===== config.mk =====
export PLATFORM = sky130hd
export DESIGN_NAME = hba_bit_aligner
export DESIGN_NICKNAME = d
export VERILOG_FILES = /design/src/rtl/hba_pkg.sv /design/src/rtl/hba_edge_detect.sv /design/src/rtl/hba_bin_bank.sv /design/src/rtl/hba_tap_pick.sv /design/src/rtl/hba_bit_aligner.sv
export SDC_FILE = /design/constraint.sdc
export NUM_CORES = 1
export LEC_CHECK = 0
export ABC_AREA = 0
export BUFFER_PORTS_ARGS = -buffer_cell sky130_fd_sc_hd__buf_2
export CORE_ASPECT_RATIO = 0.7
export CORE_MARGIN = 8
export CORE_UTILIZATION = 60
export DETAILED_ROUTE_END_ITERATION = 10
export GPL_ROUTABILITY_DRIVEN = 0
export PLACE_DENSITY = 0.94
export SYNTH_ARGS = -nofsm -noshare
export SYNTH_HDL_FRONTEND = slang
export SYNTH_SLANG_ARGS = --single-unit

===== constraint.sdc =====
create_clock -name clk -period 29.3 [get_ports clk]
set_input_delay 0 -clock clk [delete_from_list [all_inputs] [get_ports clk]]
set_output_delay 0 -clock clk [all_outputs]
set_load 0.05 [all_outputs]

===== src/rtl/hba_pkg.sv =====
package hba_pkg;
    typedef enum logic [1:0] {
        ST_IDLE    = 2'd0,
        ST_MEASURE = 2'd1,
        ST_RESOLVE = 2'd2
    } hba_state_e;
endpackage


===== src/rtl/hba_edge_detect.sv =====
module hba_edge_detect #(
    parameter int NUM_LANES  = 4,
    parameter int NUM_PHASES = 10,
    parameter int LANE_W     = (NUM_LANES > 1) ? $clog2(NUM_LANES) : 1
) (
    input  logic                            clk,
    input  logic                            rst_n,
    input  logic [NUM_LANES*NUM_PHASES-1:0] samples_i,
    input  logic [LANE_W-1:0]               lane_sel_i,
    output logic [NUM_PHASES-1:0]           hits_o
);
    // last phase of every lane, kept each cycle so bin 0 is valid on any lane
    logic [NUM_LANES-1:0]  last_d, last_q;
    logic [NUM_PHASES-1:0] cur;

    always_comb begin
        cur = samples_i[int'(lane_sel_i)*NUM_PHASES +: NUM_PHASES];
        for (int l = 0; l < NUM_LANES; l++) begin
            last_d[l] = samples_i[l*NUM_PHASES + NUM_PHASES - 1];
        end
    end

    always_ff @(posedge clk or negedge rst_n) begin
        if (!rst_n) last_q <= '0;
        else        last_q <= last_d;
    end

    assign hits_o[0] = cur[0] ^ last_q[lane_sel_i];

    for (genvar k = 1; k < NUM_PHASES; k++) begin : g_pair
        assign hits_o[k] = cur[k-1] ^ cur[k];
    end
endmodule


===== src/rtl/hba_bin_bank.sv =====
module hba_bin_bank #(
    parameter int NUM_PHASES = 10,
    parameter int CNT_W      = 8
) (
    input  logic                        clk,
    input  logic                        rst_n,
    input  logic                        clear_i,
    input  logic                        count_en_i,
    input  logic [NUM_PHASES-1:0]       hits_i,
    output logic [NUM_PHASES*CNT_W-1:0] counts_o
);
    localparam logic [CNT_W-1:0] CNT_MAX = {CNT_W{1'b1}};

    logic [NUM_PHASES-1:0][CNT_W-1:0] cnt_d, cnt_q;

    always_comb begin
        cnt_d = cnt_q;
        for (int k = 0; k < NUM_PHASES; k++) begin
            if (clear_i) begin
                cnt_d[k] = '0;
            end else if (count_en_i && hits_i[k] && cnt_q[k] != CNT_MAX) begin
                cnt_d[k] = cnt_q[k] + 1'b1;
            end
        end
    end

    always_ff @(posedge clk or negedge rst_n) begin
        if (!rst_n) cnt_q <= '0;
        else        cnt_q <= cnt_d;
    end

    assign counts_o = cnt_q;

    for (genvar k = 0; k < NUM_PHASES; k++) begin : g_chk
        AST_BIN_NO_WRAP: assert property (@(posedge clk) disable iff (!rst_n)
            (!clear_i && cnt_q[k] == CNT_MAX) |=> (cnt_q[k] == CNT_MAX));
    end

    AST_BIN_HOLD: assert property (@(posedge clk) disable iff (!rst_n)
        (!clear_i && !count_en_i) |=> $stable(counts_o));
    AST_BIN_CLEAR: assert property (@(posedge clk) disable iff (!rst_n)
        clear_i |=> (counts_o == '0));
endmodule


===== src/rtl/hba_tap_pick.sv =====
module hba_tap_pick #(
    parameter int NUM_PHASES = 10,
    parameter int CNT_W      = 8,
    parameter int TAP_W      = $clog2(NUM_PHASES)
) (
    input  logic [NUM_PHASES*CNT_W-1:0] counts_i,
    output logic [TAP_W-1:0]            tap_o
);
    logic [CNT_W-1:0] best_cnt;
    int               best_idx;

    always_comb begin
        best_idx = 0;
        best_cnt = counts_i[0 +: CNT_W];
        for (int k = 1; k < NUM_PHASES; k++) begin
            if (counts_i[k*CNT_W +: CNT_W] > best_cnt) begin
                best_cnt = counts_i[k*CNT_W +: CNT_W];
                best_idx = k;
            end
        end
        tap_o = TAP_W'((best_idx + NUM_PHASES/2) % NUM_PHASES);
    end
endmodule


===== src/rtl/hba_bit_aligner.sv =====
module hba_bit_aligner
    import hba_pkg::*;
#(
    parameter int NUM_LANES  = 4,
    parameter int NUM_PHASES = 10,
    parameter int WINDOW     = 1024,
    parameter int CNT_W      = 8,
    parameter int LANE_W     = (NUM_LANES > 1) ? $clog2(NUM_LANES) : 1,
    parameter int TAP_W      = $clog2(NUM_PHASES)
) (
    input  logic                            clk,
    input  logic                            rst_n,
    input  logic                            launch_i,
    input  logic [LANE_W-1:0]               launch_lane_i,
    input  logic                            auto_mode_i,
    input  logic [NUM_LANES*NUM_PHASES-1:0] phase_samples_i,
    input  logic                            tap_wr_i,
    input  logic [LANE_W-1:0]               tap_wr_lane_i,
    input  logic [TAP_W-1:0]                tap_wr_value_i,
    output logic                            busy_o,
    output logic [NUM_PHASES*CNT_W-1:0]     bin_count_o,
    output logic [NUM_LANES*TAP_W-1:0]      lane_tap_o,
    output logic [NUM_LANES-1:0]            lane_data_o
);
    localparam int              WIN_W   = (WINDOW > 1) ? $clog2(WINDOW) : 1;
    localparam logic [WIN_W-1:0] WIN_LAST = WIN_W'(WINDOW - 1);
    localparam logic [TAP_W:0]  NP_EXT  = (TAP_W+1)'(NUM_PHASES);

    typedef struct packed {
        hba_state_e                      state;
        logic [LANE_W-1:0]               lane;
        logic [WIN_W-1:0]                win;
        logic [NUM_LANES-1:0][TAP_W-1:0] taps;
    } ctl_t;

    ctl_t                  ctl_d, ctl_q;
    logic                  clear;
    logic                  count_en;
    logic [NUM_PHASES-1:0] hits;
    logic [TAP_W-1:0]      auto_tap;

    hba_edge_detect #(
        .NUM_LANES (NUM_LANES),
        .NUM_PHASES(NUM_PHASES),
        .LANE_W    (LANE_W)
    ) u_edge (
        .clk       (clk),
        .rst_n     (rst_n),
        .samples_i (phase_samples_i),
        .lane_sel_i(ctl_q.lane),
        .hits_o    (hits)
    );

    hba_bin_bank #(
        .NUM_PHASES(NUM_PHASES),
        .CNT_W     (CNT_W)
    ) u_bins (
        .clk       (clk),
        .rst_n     (rst_n),
        .clear_i   (clear),
        .count_en_i(count_en),
        .hits_i    (hits),
        .counts_o  (bin_count_o)
    );

    hba_tap_pick #(
        .NUM_PHASES(NUM_PHASES),
        .CNT_W     (CNT_W),
        .TAP_W     (TAP_W)
    ) u_pick (
        .counts_i(bin_count_o),
        .tap_o   (auto_tap)
    );

    always_comb begin
        ctl_d    = ctl_q;
        clear    = 1'b0;
        count_en = 1'b0;
        unique case (ctl_q.state)
            ST_IDLE: begin
                if (launch_i) begin
                    ctl_d.state = ST_MEASURE;
                    ctl_d.lane  = launch_lane_i;
                    ctl_d.win   = '0;
                    clear       = 1'b1;
                end
            end
            ST_MEASURE: begin
                count_en = 1'b1;
                if (ctl_q.win == WIN_LAST) ctl_d.state = ST_RESOLVE;
                else                       ctl_d.win   = ctl_q.win + 1'b1;
            end
            ST_RESOLVE: begin
                ctl_d.state = ST_IDLE;
                if (auto_mode_i) ctl_d.taps[ctl_q.lane] = auto_tap;
            end
            default: ctl_d.state = ST_IDLE;
        endcase
        if (!auto_mode_i && tap_wr_i && ({1'b0, tap_wr_value_i} < NP_EXT)) begin
            ctl_d.taps[tap_wr_lane_i] = tap_wr_value_i;
        end
    end

    always_ff @(posedge clk or negedge rst_n) begin
        if (!rst_n) ctl_q <= '{state: ST_IDLE, default: '0};
        else        ctl_q <= ctl_d;
    end

    assign busy_o     = (ctl_q.state != ST_IDLE);
    assign lane_tap_o = ctl_q.taps;

    for (genvar l = 0; l < NUM_LANES; l++) begin : g_lane
        logic [NUM_PHASES-1:0] lane_vec;
        assign lane_vec       = phase_samples_i[l*NUM_PHASES +: NUM_PHASES];
        assign lane_data_o[l] = lane_vec[ctl_q.taps[l]];

        AST_TAP_LEGAL: assert property (@(posedge clk) disable iff (!rst_n)
            ({1'b0, ctl_q.taps[l]} < NP_EXT));
    end

    AST_LAUNCH_BUSY: assert property (@(posedge clk) disable iff (!rst_n)
        (!busy_o && launch_i) |=> busy_o);
    AST_LANE_LOCK: assert property (@(posedge clk) disable iff (!rst_n)
        busy_o |=> $stable(ctl_q.lane));
    AST_WINDOW_END: assert property (@(posedge clk) disable iff (!rst_n)
        (ctl_q.state == ST_MEASURE && ctl_q.win == WIN_LAST) |=> (ctl_q.state == ST_RESOLVE));
    AST_AUTO_LOCK: assert property (@(posedge clk) disable iff (!rst_n)
        (auto_mode_i && ctl_q.state != ST_RESOLVE) |=> $stable(lane_tap_o));
endmodule


**Word level (Yosys, flattened, before mapping)**

Cells that the tools add are included.

- Magnitude comparators: 18
- $mul: 1
- Eq/ne operators: 16
- Div/mod/pow operators: 1
- Shift-type cells: 1
- Reduce and logical (&&, ||, !) cells: 41
- Bitwise gates (word level): 10
- Add/subtract/negate cells: 12
- Multiplexer cells: 64

Operators with widths:

| operator | number |
|---|---|
| 8-bit two-way mux | 28 |
| 8-bit by 1-bit adder with 8-bit output, second input constant | 10 |
| 8-bit != test, second input constant | 10 |
| 8-bit > comparator | 9 |
| 16-bit two-way mux | 3 |
| 40-bit by 32-bit indexed part select with 10-bit output | 1 |
| 16-bit bitwise mux | 2 |
| 32-bit by 5-bit modulo with 32-bit output, second input constant | 1 |
| 1-bit logical AND | 24 |
| 2-bit nonzero test | 12 |
| 4-bit by 5-bit less-than comparator with 1-bit output, second input constant | 4 |
| 10-bit case mux with 2 select lines | 1 |
| 1-bit binary-select mux with 4-bit select | 4 |
| 4-bit demux with 2-bit select | 2 |
| 4-bit two-way mux | 4 |
| 14-bit two-way mux | 1 |
| 3-bit two-way mux | 4 |
| 10-bit by 1-bit adder with 10-bit output, second input constant | 1 |
| 10-bit equality test, second input constant | 1 |
| 10-bit two-way mux | 1 |
| 1-bit bitwise XOR | 10 |
| 1-bit two-way mux | 9 |
| 2-bit by 3-bit less-than comparator with 1-bit output, second input constant | 2 |
| 2-bit two-way mux | 3 |
| other kinds (13) | 17 |

- Output and inout bits: 101
- Flip-flop bits (word level): 114
- Bits of input ports: 53
- Logic and storage cells: 182

**Depth between registers and ports, before layout**

Gate-level depths: netlist of the first run.

- Depth in word-level cells: 25
- Mapped depth: 111
- Depth with buffers taken out: 104

**Hierarchy**

A second synthesis of the first run with hierarchy kept.

- Cell total of the unflattened synthesis: 1,112
- Area, all modules: 9,902.0 um2

Modules (own cells, without submodules):

| module | area each (um2) | instances | seq. area each (um2) | cells an instance |
|---|---|---|---|---|
| hba_bin_bank | 4,277.9 | 1 | 2,001.9 | 430 |
| hba_tap_pick | 3,218.1 | 1 | 0.0 | 467 |
| hba_bit_aligner | 1,950.6 | 1 | 750.7 | 188 |
| hba_edge_detect | 455.4 | 1 | 100.1 | 27 |

**Least setup slack after synthesis of the first run**

OpenSTA, ideal clock, no wires.

- Path kind: register to register
- Start: register u_bins.cnt_q (netlist bit u_bins.counts_o[1])
- End: register ctl_q (netlist bit lane_tap_o[3])
- Stages on the path, launching flop included: 103
- Data arrival time: 18,145 ps
- Clock period less this slack: 18,222 ps
- Data required time: 29,223 ps
- Buffers on the path: 9
- Path slack: 11,078 ps
- Setup time: 77 ps
- Cells stage by stage: dfrtp_1 -> inv_1 -> ha_1 -> nor2b_1 -> o211ai_2 -> a21oi_2 -> o22ai_1 -> mux2i_1 -> ha_1 -> nor2b_1 -> or4_1 -> a21o_1 -> o221a_2 -> nand3_2 -> and2_1 -> buf_2 -> buf_4 -> nor2_1 -> (+67 left out) -> o21ai_0 -> nand2b_1 -> a21oi_1 -> o21ai_0 -> o21ai_0 -> and2_1 -> o21ai_1 -> inv_1 -> ha_1 -> buf_4 -> nand3_1 -> ha_1 -> inv_1 -> a2111oi_0 -> nor4_1 -> a21oi_1 -> nor4_4 -> o21ai_1

RTL lines:

| what | line | text |
|---|---|---|
| from (decl) | hba_bin_bank.sv:14 | `logic [NUM_PHASES-1:0][CNT_W-1:0] cnt_d, cnt_q;` |
| from (signal assigned) | hba_bin_bank.sv:29 | `else cnt_q <= cnt_d;` |
| to (signal assigned) | hba_bit_aligner.sv:106 | `else ctl_q <= ctl_d;` |
| to (decl) | hba_bit_aligner.sv:36 | `ctl_t ctl_d, ctl_q;` |

==> results of run 1 <==
per-stage QoR:
step,util [%],std cells,cell area (um2)
4_1_cts,70.9,1446,11000
3_5_place_dp,66.5,1404,10300
2_1_floorplan,-,1094,9580
6_report,70.9,1446,11000
5_1_grt,70.9,1446,11000
3_3_place_gp,66.5,1404,10300
path summary, 6_finish.rpt:
kind / start / endpoint / slack [ns] / cells after the start
max: u_bins.counts_o[7] / lane_tap_o[7] / 7.72 / 95
min: tap_wr_value_i[3] / lane_tap_o[15] / 0.02 / 5
max reg2reg: u_bins.counts_o[7] / lane_tap_o[7] / 7.72 / 95
min reg2reg: ctl_q[16] / ctl_q[16] / 0.52 / 1
max in group asynchronous: rst_n / ctl_q[23] / 27.88 / 3
min in group asynchronous: rst_n / u_bins.counts_o[37] / 0.11 / 2
tightest hold or removal path, stage by stage:
cell and delay, ns:
buf_2 0.09, inv_1 0.09, nor2_1 0.11, a31oi_1 0.05
o21ai_1 0.06
cells in the final DEF, fill, tap and decap left out, types with 6 or more instances in the layout:
cell type	n
buf_2	152
nor2_1	141
dfrtp_1	114
nand2_1	82
ha_1	81
inv_1	70
a21oi_1	61
o21ai_0	61
xnor2_1	48
mux2i_1	41
nand4_1	36
nand3_1	32
xor2_1	30
nor3_1	24
or3_1	23
mux4_2	19
clkbuf_16	17
mux2_2	15
a21o_1	12
and3_1	11
o21a_1	11
nand2b_1	10
dlygate4sd3_1	10
nor2b_1	9
o21ai_1	9
a31oi_1	9
and2_1	8
a311oi_1	7
and4_1	6
o211ai_1	6
o31ai_1	6
state kept, by name, indices dropped and copies added, names as in the netlist:
signal and flops:
u_edge.last_q 4, u_bins.counts_o 80, lane_tap_o 16, ctl_q 14
kinds of logic (layout without fill, tap and decap cells):
family,after synthesis,count (layout)
mux,75,75
xor+xnor,78,78
buf+inv,116,268
fa+ha+maj,81,81
flops,114,114
compound gates,222,222
simple gates,408,408
per-layer routing:
metal  vias up  GRT usage, %  routed length [um]
met3       122          10.4                3700
met5         -             0                   0
li1       4196             -                   -
met2       665          44.4               13200
met1      4500          37.3               11900
met4         0          12.4                1200
cell type report:
class	count	area [um2]	area share, %
multi-input cells	864	6180	56.1
flip-flops and latches	114	2850	25.9
repair buffers	165	883	8.02
clock buffers	17	425	3.86
inverters	71	267	2.42
well taps	200	250	2.27
clock inverters	15	159	1.44
timing repair:
| action | 4_1_cts | 5_1_grt |
|---|---|---|
| setup endpoints to repair | 0 | 0 |
| hold buffers | 10 | 0 |
| gates resized for setup | 0 | 0 |
| endpoints found under the hold margin | 62 | 0 |
==> run metrics, run 1 <==
Die ar.=a little over 20,000 um2; Worst Setup Start Kind=flop; Simple-Gate Fraction of Synth Area=a little over 20%; register area share after synthesis=slightly below 30%; Post-synth top cells=nor2_1 (142), dfrtp_1 (114), nand2_1 (82); Fin Hold WS=between 0.02 and 0.025 ns; clk_lat worst skew=between 0.4 and 0.5 ns; Slew headroom=33.6%; via count=between 9,000 and 10,000; leading area contributor after synthesis=dfrtp_1; Post-CTS Setup Inserts=0; Yosys cell types=about 80; Syn Inst Count=between 1,000 and 1,500; htree depth=4; DRT Wirelength=between 20,000 and 30,000 um; DRC Markers=0; fmax=approximately 46 MHz; Top FF cell, synth=dfrtp_1; pin count of the biggest net entering global routing=74; YS warnings=0; Max Slew Vio Count=0; Crit path arrival time=approximately 22 ns; vias in the first global route=about 9,400; Clock Skews=approximately 0.016 ns; Rows=38; worst min-delay path class=in -> reg; wire per inst=about 21 um; DIE HEIGHT=122 um; Area contributors post-synth=dfrtp_1 (30%), ha_1 (11%), nor2_1 (5.6%); Initial DRC Count=1,269; Final min period=between 20 and 25 ns; root buf cell=clkbuf_16; asr flop ratio synth=100%; Synth top area share=29.8%; adder-cell share of the synthesized area=between 10% and 20%; io pins=154; CP Buf/Inv Count=10; Crit Path Class=reg -> reg; xor-xnor portion of the synthesized cell area=about 7.1%; setup TNS=0 ns; main combinational cell family by area after synthesis=simple AND/OR/NAND/NOR gates; Num CTS Buffers=17; FILL cells=between 1,000 and 1,500; Pre-antenna DRT Iters=8; nets=1,367; final HPWL from detailed placement=between 20,000 and 25,000 um; clock buffer depth=2; global-route wire length before repair=approximately 48,000 um; top-count cell post-synth=nor2_1; Synthesized Nets=1,228; I/O Buffers=~150; pre-CTS WS=approximately 8.6 ns; CTS tree=done; share of cells above drive strength 1=roughly a fifth; Worst Max-Slew Pin Slew=0.989 ns; Detail Route Antenna Nets=0; count of final setup violators=0; syn_area_per_cell=around 8.8 um2; mux contribution to synthesized area=a little over a tenth; final global-route overflow total=0; number of synthesized flops with an enable pin=0; vias per inst=6.56; crit path capture type=flop; Area Overhead vs Synth=15.1%; CP max stage cell=o22ai_1; cell family with most CP delay=compound AO/OA/AOI/OAI gates; final setup margin=roughly 7.7 ns; Synth Area in Compound Gates=between 15 and 20%; status=complete, no violations; CP Data Required Time=around 30 ns; Final Hold Vio Count=0; n_diodes=0; Post-Syn Area=around 9600 um2; Final Cycle Share=approximately 74%; Initial Util=approximately 62%; RSZ-0062 raised after global routing=no; CP max FO=20; # Max-Cap Violations=0; initial antenna violation count=0; max incr delay on CP=approximately 0.71 ns; core region area=15,500 um2; gr usage total=between 20% and 30%; most used cell, CP=ha_1; Clock Sinks=between 100 and 150; Chip Width=~170 um; synthesis-stage register bit count=114; clock slew at reported path FFs=0.06 ns
Power of run 1 is not shown: default switching activity piles up to over one toggle a cycle in this logic, so the estimate is an artifact.
==> run 2: changes to the inputs <==
--- a/config.mk
+++ b/config.mk
@@ -9,10 +9,10 @@
 export BUFFER_PORTS_ARGS = -buffer_cell sky130_fd_sc_hd__buf_2
 export CORE_ASPECT_RATIO = 0.7
 export CORE_MARGIN = 8
-export CORE_UTILIZATION = 60
+export CORE_UTILIZATION = 53
 export DETAILED_ROUTE_END_ITERATION = 10
 export GPL_ROUTABILITY_DRIVEN = 0
-export PLACE_DENSITY = 0.94
+export PLACE_DENSITY = 0.88
 export SYNTH_ARGS = -nofsm -noshare
 export SYNTH_HDL_FRONTEND = slang
 export SYNTH_SLANG_ARGS = --single-unit
==> constraint.sdc (replaced) <==
create_clock -name clk -period 19.39 [get_ports clk]
set_input_delay 0 -clock clk [delete_from_list [all_inputs] [get_ports clk]]
set_output_delay 0 -clock clk [all_outputs]
set_load 0.05 [all_outputs]
==> run 2 against run 1 <==
Wire length rose by 0.74%. Maximum frequency rose by 15%. Critical path depth rose by 1. Via count rose by 0.43%. Clock skew fell by 0.0066 ns. Utilization fell by 6.6 points. Register-to-register slack got worse by 7.1 ns. Global-route usage fell by 4.1 points. Clock-buffer cell count did not move. Flip-flop and latch count did not move. Worst hold slack got worse by 0.0075 ns. Critical path type unchanged.
==> run metrics, run 2 (synthesis gave the netlist of run 1 again) <==
status=complete, no violations; Initial DRC Count=1,328 (+4.6%); DP Area=10,400 um2 (+0.65%); Num CTS Buffers=17 (unchanged); share of cells above drive strength 1=24.8% (+4.3 points); pin count of the biggest net entering global routing=92 (+24%); via count=9,524 (+0.43%); Clock Sinks=114 (unchanged); wire per inst=20.0 um (-3.3%); gr usage total=25.0% (-4.1 points); n_diodes=0 (unchanged); Rows=41 (+7.9%); CTS tree=done; worst min-delay path class=in -> reg; Pre-antenna DRT Iters=7 (-1); reg2reg setup slack=0.59 ns (-7.13 ns); fmax=53.2 MHz (+15%); most used cell, CP=ha_1; Chip Width=177 um (+5.8%); crit path capture type=flop; final HPWL from detailed placement=21,500 um (-3.4%); Reg2Reg Depth=96 (+1.1%); commonest non-fill, non-tap cell in the layout=buf_2; Final min period=18.80 ns (-2.78 ns); Die ar.=22,700 um2 (+12%); most frequent cells in the layout=buf_2 (152), nor2_1 (138), dfrtp_1 (111); root buf cell=clkbuf_16; core region area=17,900 um2 (+15%); vias in the first global route=8,904 (-5.0%); hold endpoint=lane_tap_o[11]; DIE HEIGHT=128 um (+5.6%); vias per inst=6.32 (-3.6%); Max Slew Vio Count=0 (unchanged); clock slew at reported path FFs=0.06 ns (about the same); Final Cycle Share=97.0% (+23 points); nets=1,391 (+1.8%); CP max FO=10 (-50%); global-route wire length before repair=45,800 um (-5.1%); Crit path arrival time=19.13 ns (-2.77 ns); count of final setup violators=0 (unchanged); design area=11,500 um2 (+4.1%); Worst Setup Start Kind=flop; DRT Wirelength=30,100 um (+0.74%); clk_lat worst skew=0.43 ns (about the same); Clock Skews=0.00960 ns (-0.00657 ns); # Max-Cap Violations=0 (unchanged); worst hold path depth=5 (unchanged); Worst Max-Slew Pin Slew=0.995 ns (+0.00673 ns); Worst R2R End=lane_tap_o[10]; clock buffer depth=2 (unchanged); Largest register FFs=80 (unchanged); htree depth=4 (unchanged); Crit Path Class=reg -> reg; DRC Markers=0 (unchanged); Final Hold Vio Count=0 (unchanged); final global-route overflow total=0 (unchanged); CP max stage cell=dfrtp_1; CP Data Required Time=19.72 ns (-9.91 ns); Initial Util=53.6% (-8.0 points); I/O Buffers=153 (unchanged); HP Start=tap_wr_value_i[3]; final std cells w/o fill=1,506 (+4.1%); FILL cells=1,336 (+26%); reg2reg start=u_bins.counts_o[5]; Detail Route Antenna Nets=0 (unchanged); Area Overhead vs Synth=19.8%; max incr delay on CP=0.51 ns (-0.20 ns); initial antenna violation count=0 (unchanged); Slew headroom=33.2% (-0.45 points); Placed Instances=1,443 (+2.8%); io pins=154 (unchanged)
-- run 2: cell count changes in the layout (fill, tap and decap cells not counted), moves of 3 or more --
| cell | before | now |
|---|---|---|
| clkinv_2 | 3 | 0 |
| mux2i_2 | 0 | 8 |
| mux2i_1 | 41 | 33 |
| o21ai_0 | 61 | 53 |
| inv_6 | 2 | 5 |
| dfrtp_1 | 114 | 111 |
| dfrtp_2 | 0 | 3 |
| o21ai_2 | 2 | 6 |
| nor2_2 | 1 | 4 |
| nor2_1 | 141 | 138 |
| buf_4 | 3 | 24 |
| o21ai_1 | 9 | 12 |
| a21oi_1 | 61 | 58 |
-- run 2: metal layers --
metal  track usage, %  vias to the layer above  wire length [um]
met3             8.08                      114              3410
met2             38.7                      589             13700
met4             8.72                        0              1080
met5                0                        -                 0
li1                 -                     4267                 -
met1             32.5                     4554             12000
-- run 2: layout make-up --
class / instances / area, um2 / share of cell area, %
clock buffer: 17 / 425 / 3.71
clock inverter: 15 / 198 / 1.72
inverter: 71 / 270 / 2.36
multi-input combinational: 866 / 6380 / 55.6
sequential: 114 / 2860 / 24.9
tap: 236 / 295 / 2.57
timing repair buffer: 186 / 1040 / 9.08
timing repair inverter: 1 / 5.00 / 0.0436
-- run 2: worst max path at each step --
stage	from	to	cells after the start
2_1_floorplan	u_bins.counts_o[1]	lane_tap_o[3]	102
3_3_place_gp	u_bins.counts_o[3]	lane_tap_o[10]	97
3_5_place_dp	u_bins.counts_o[3]	lane_tap_o[10]	97
4_1_cts	u_bins.counts_o[3]	lane_tap_o[7]	97
5_1_grt	u_bins.counts_o[5]	lane_tap_o[10]	99
6_report	u_bins.counts_o[5]	lane_tap_o[10]	96
-- run 2: worst max-delay path: cells and delay by family (launching register included) --
family                   cells  cell delay, ns
AO/OA/AOI/OAI               39            7.28
adder cells (fa/ha/maj)     11            3.10
buffers and inverters       12            1.46
flip-flops                   1            0.51
multiplexers                 4            1.27
AND/OR/NAND/NOR             30            5.04
-- run 2: timing repair --
action / in CTS / in global routing
resized for setup: 7 / 47
gates cloned: 0 / 3
setup buffers: 0 / 18
hold buffers: 10 / 0
pin swaps: 0 / 9
hold endpoints to repair: 61 / 0
endpoints found under the setup margin: 12 / 16
-- run 2: per-stage QoR --
step	setup TNS [ns]	setup slack, ns	util, %	hold WS [ns]
after CTS	0	0.0234	62.5	0.00268
final	0	0.591	64.3	0.0134
after detailed placement	-6.62	-0.628	58.3	0.0265
after floorplan	0	1.17	-	-0.296
after global routing	-4.09	-0.372	64.3	0.0562
after global placement	0	0.196	58.3	0.0218
Power of run 2 is left out for the same reason.
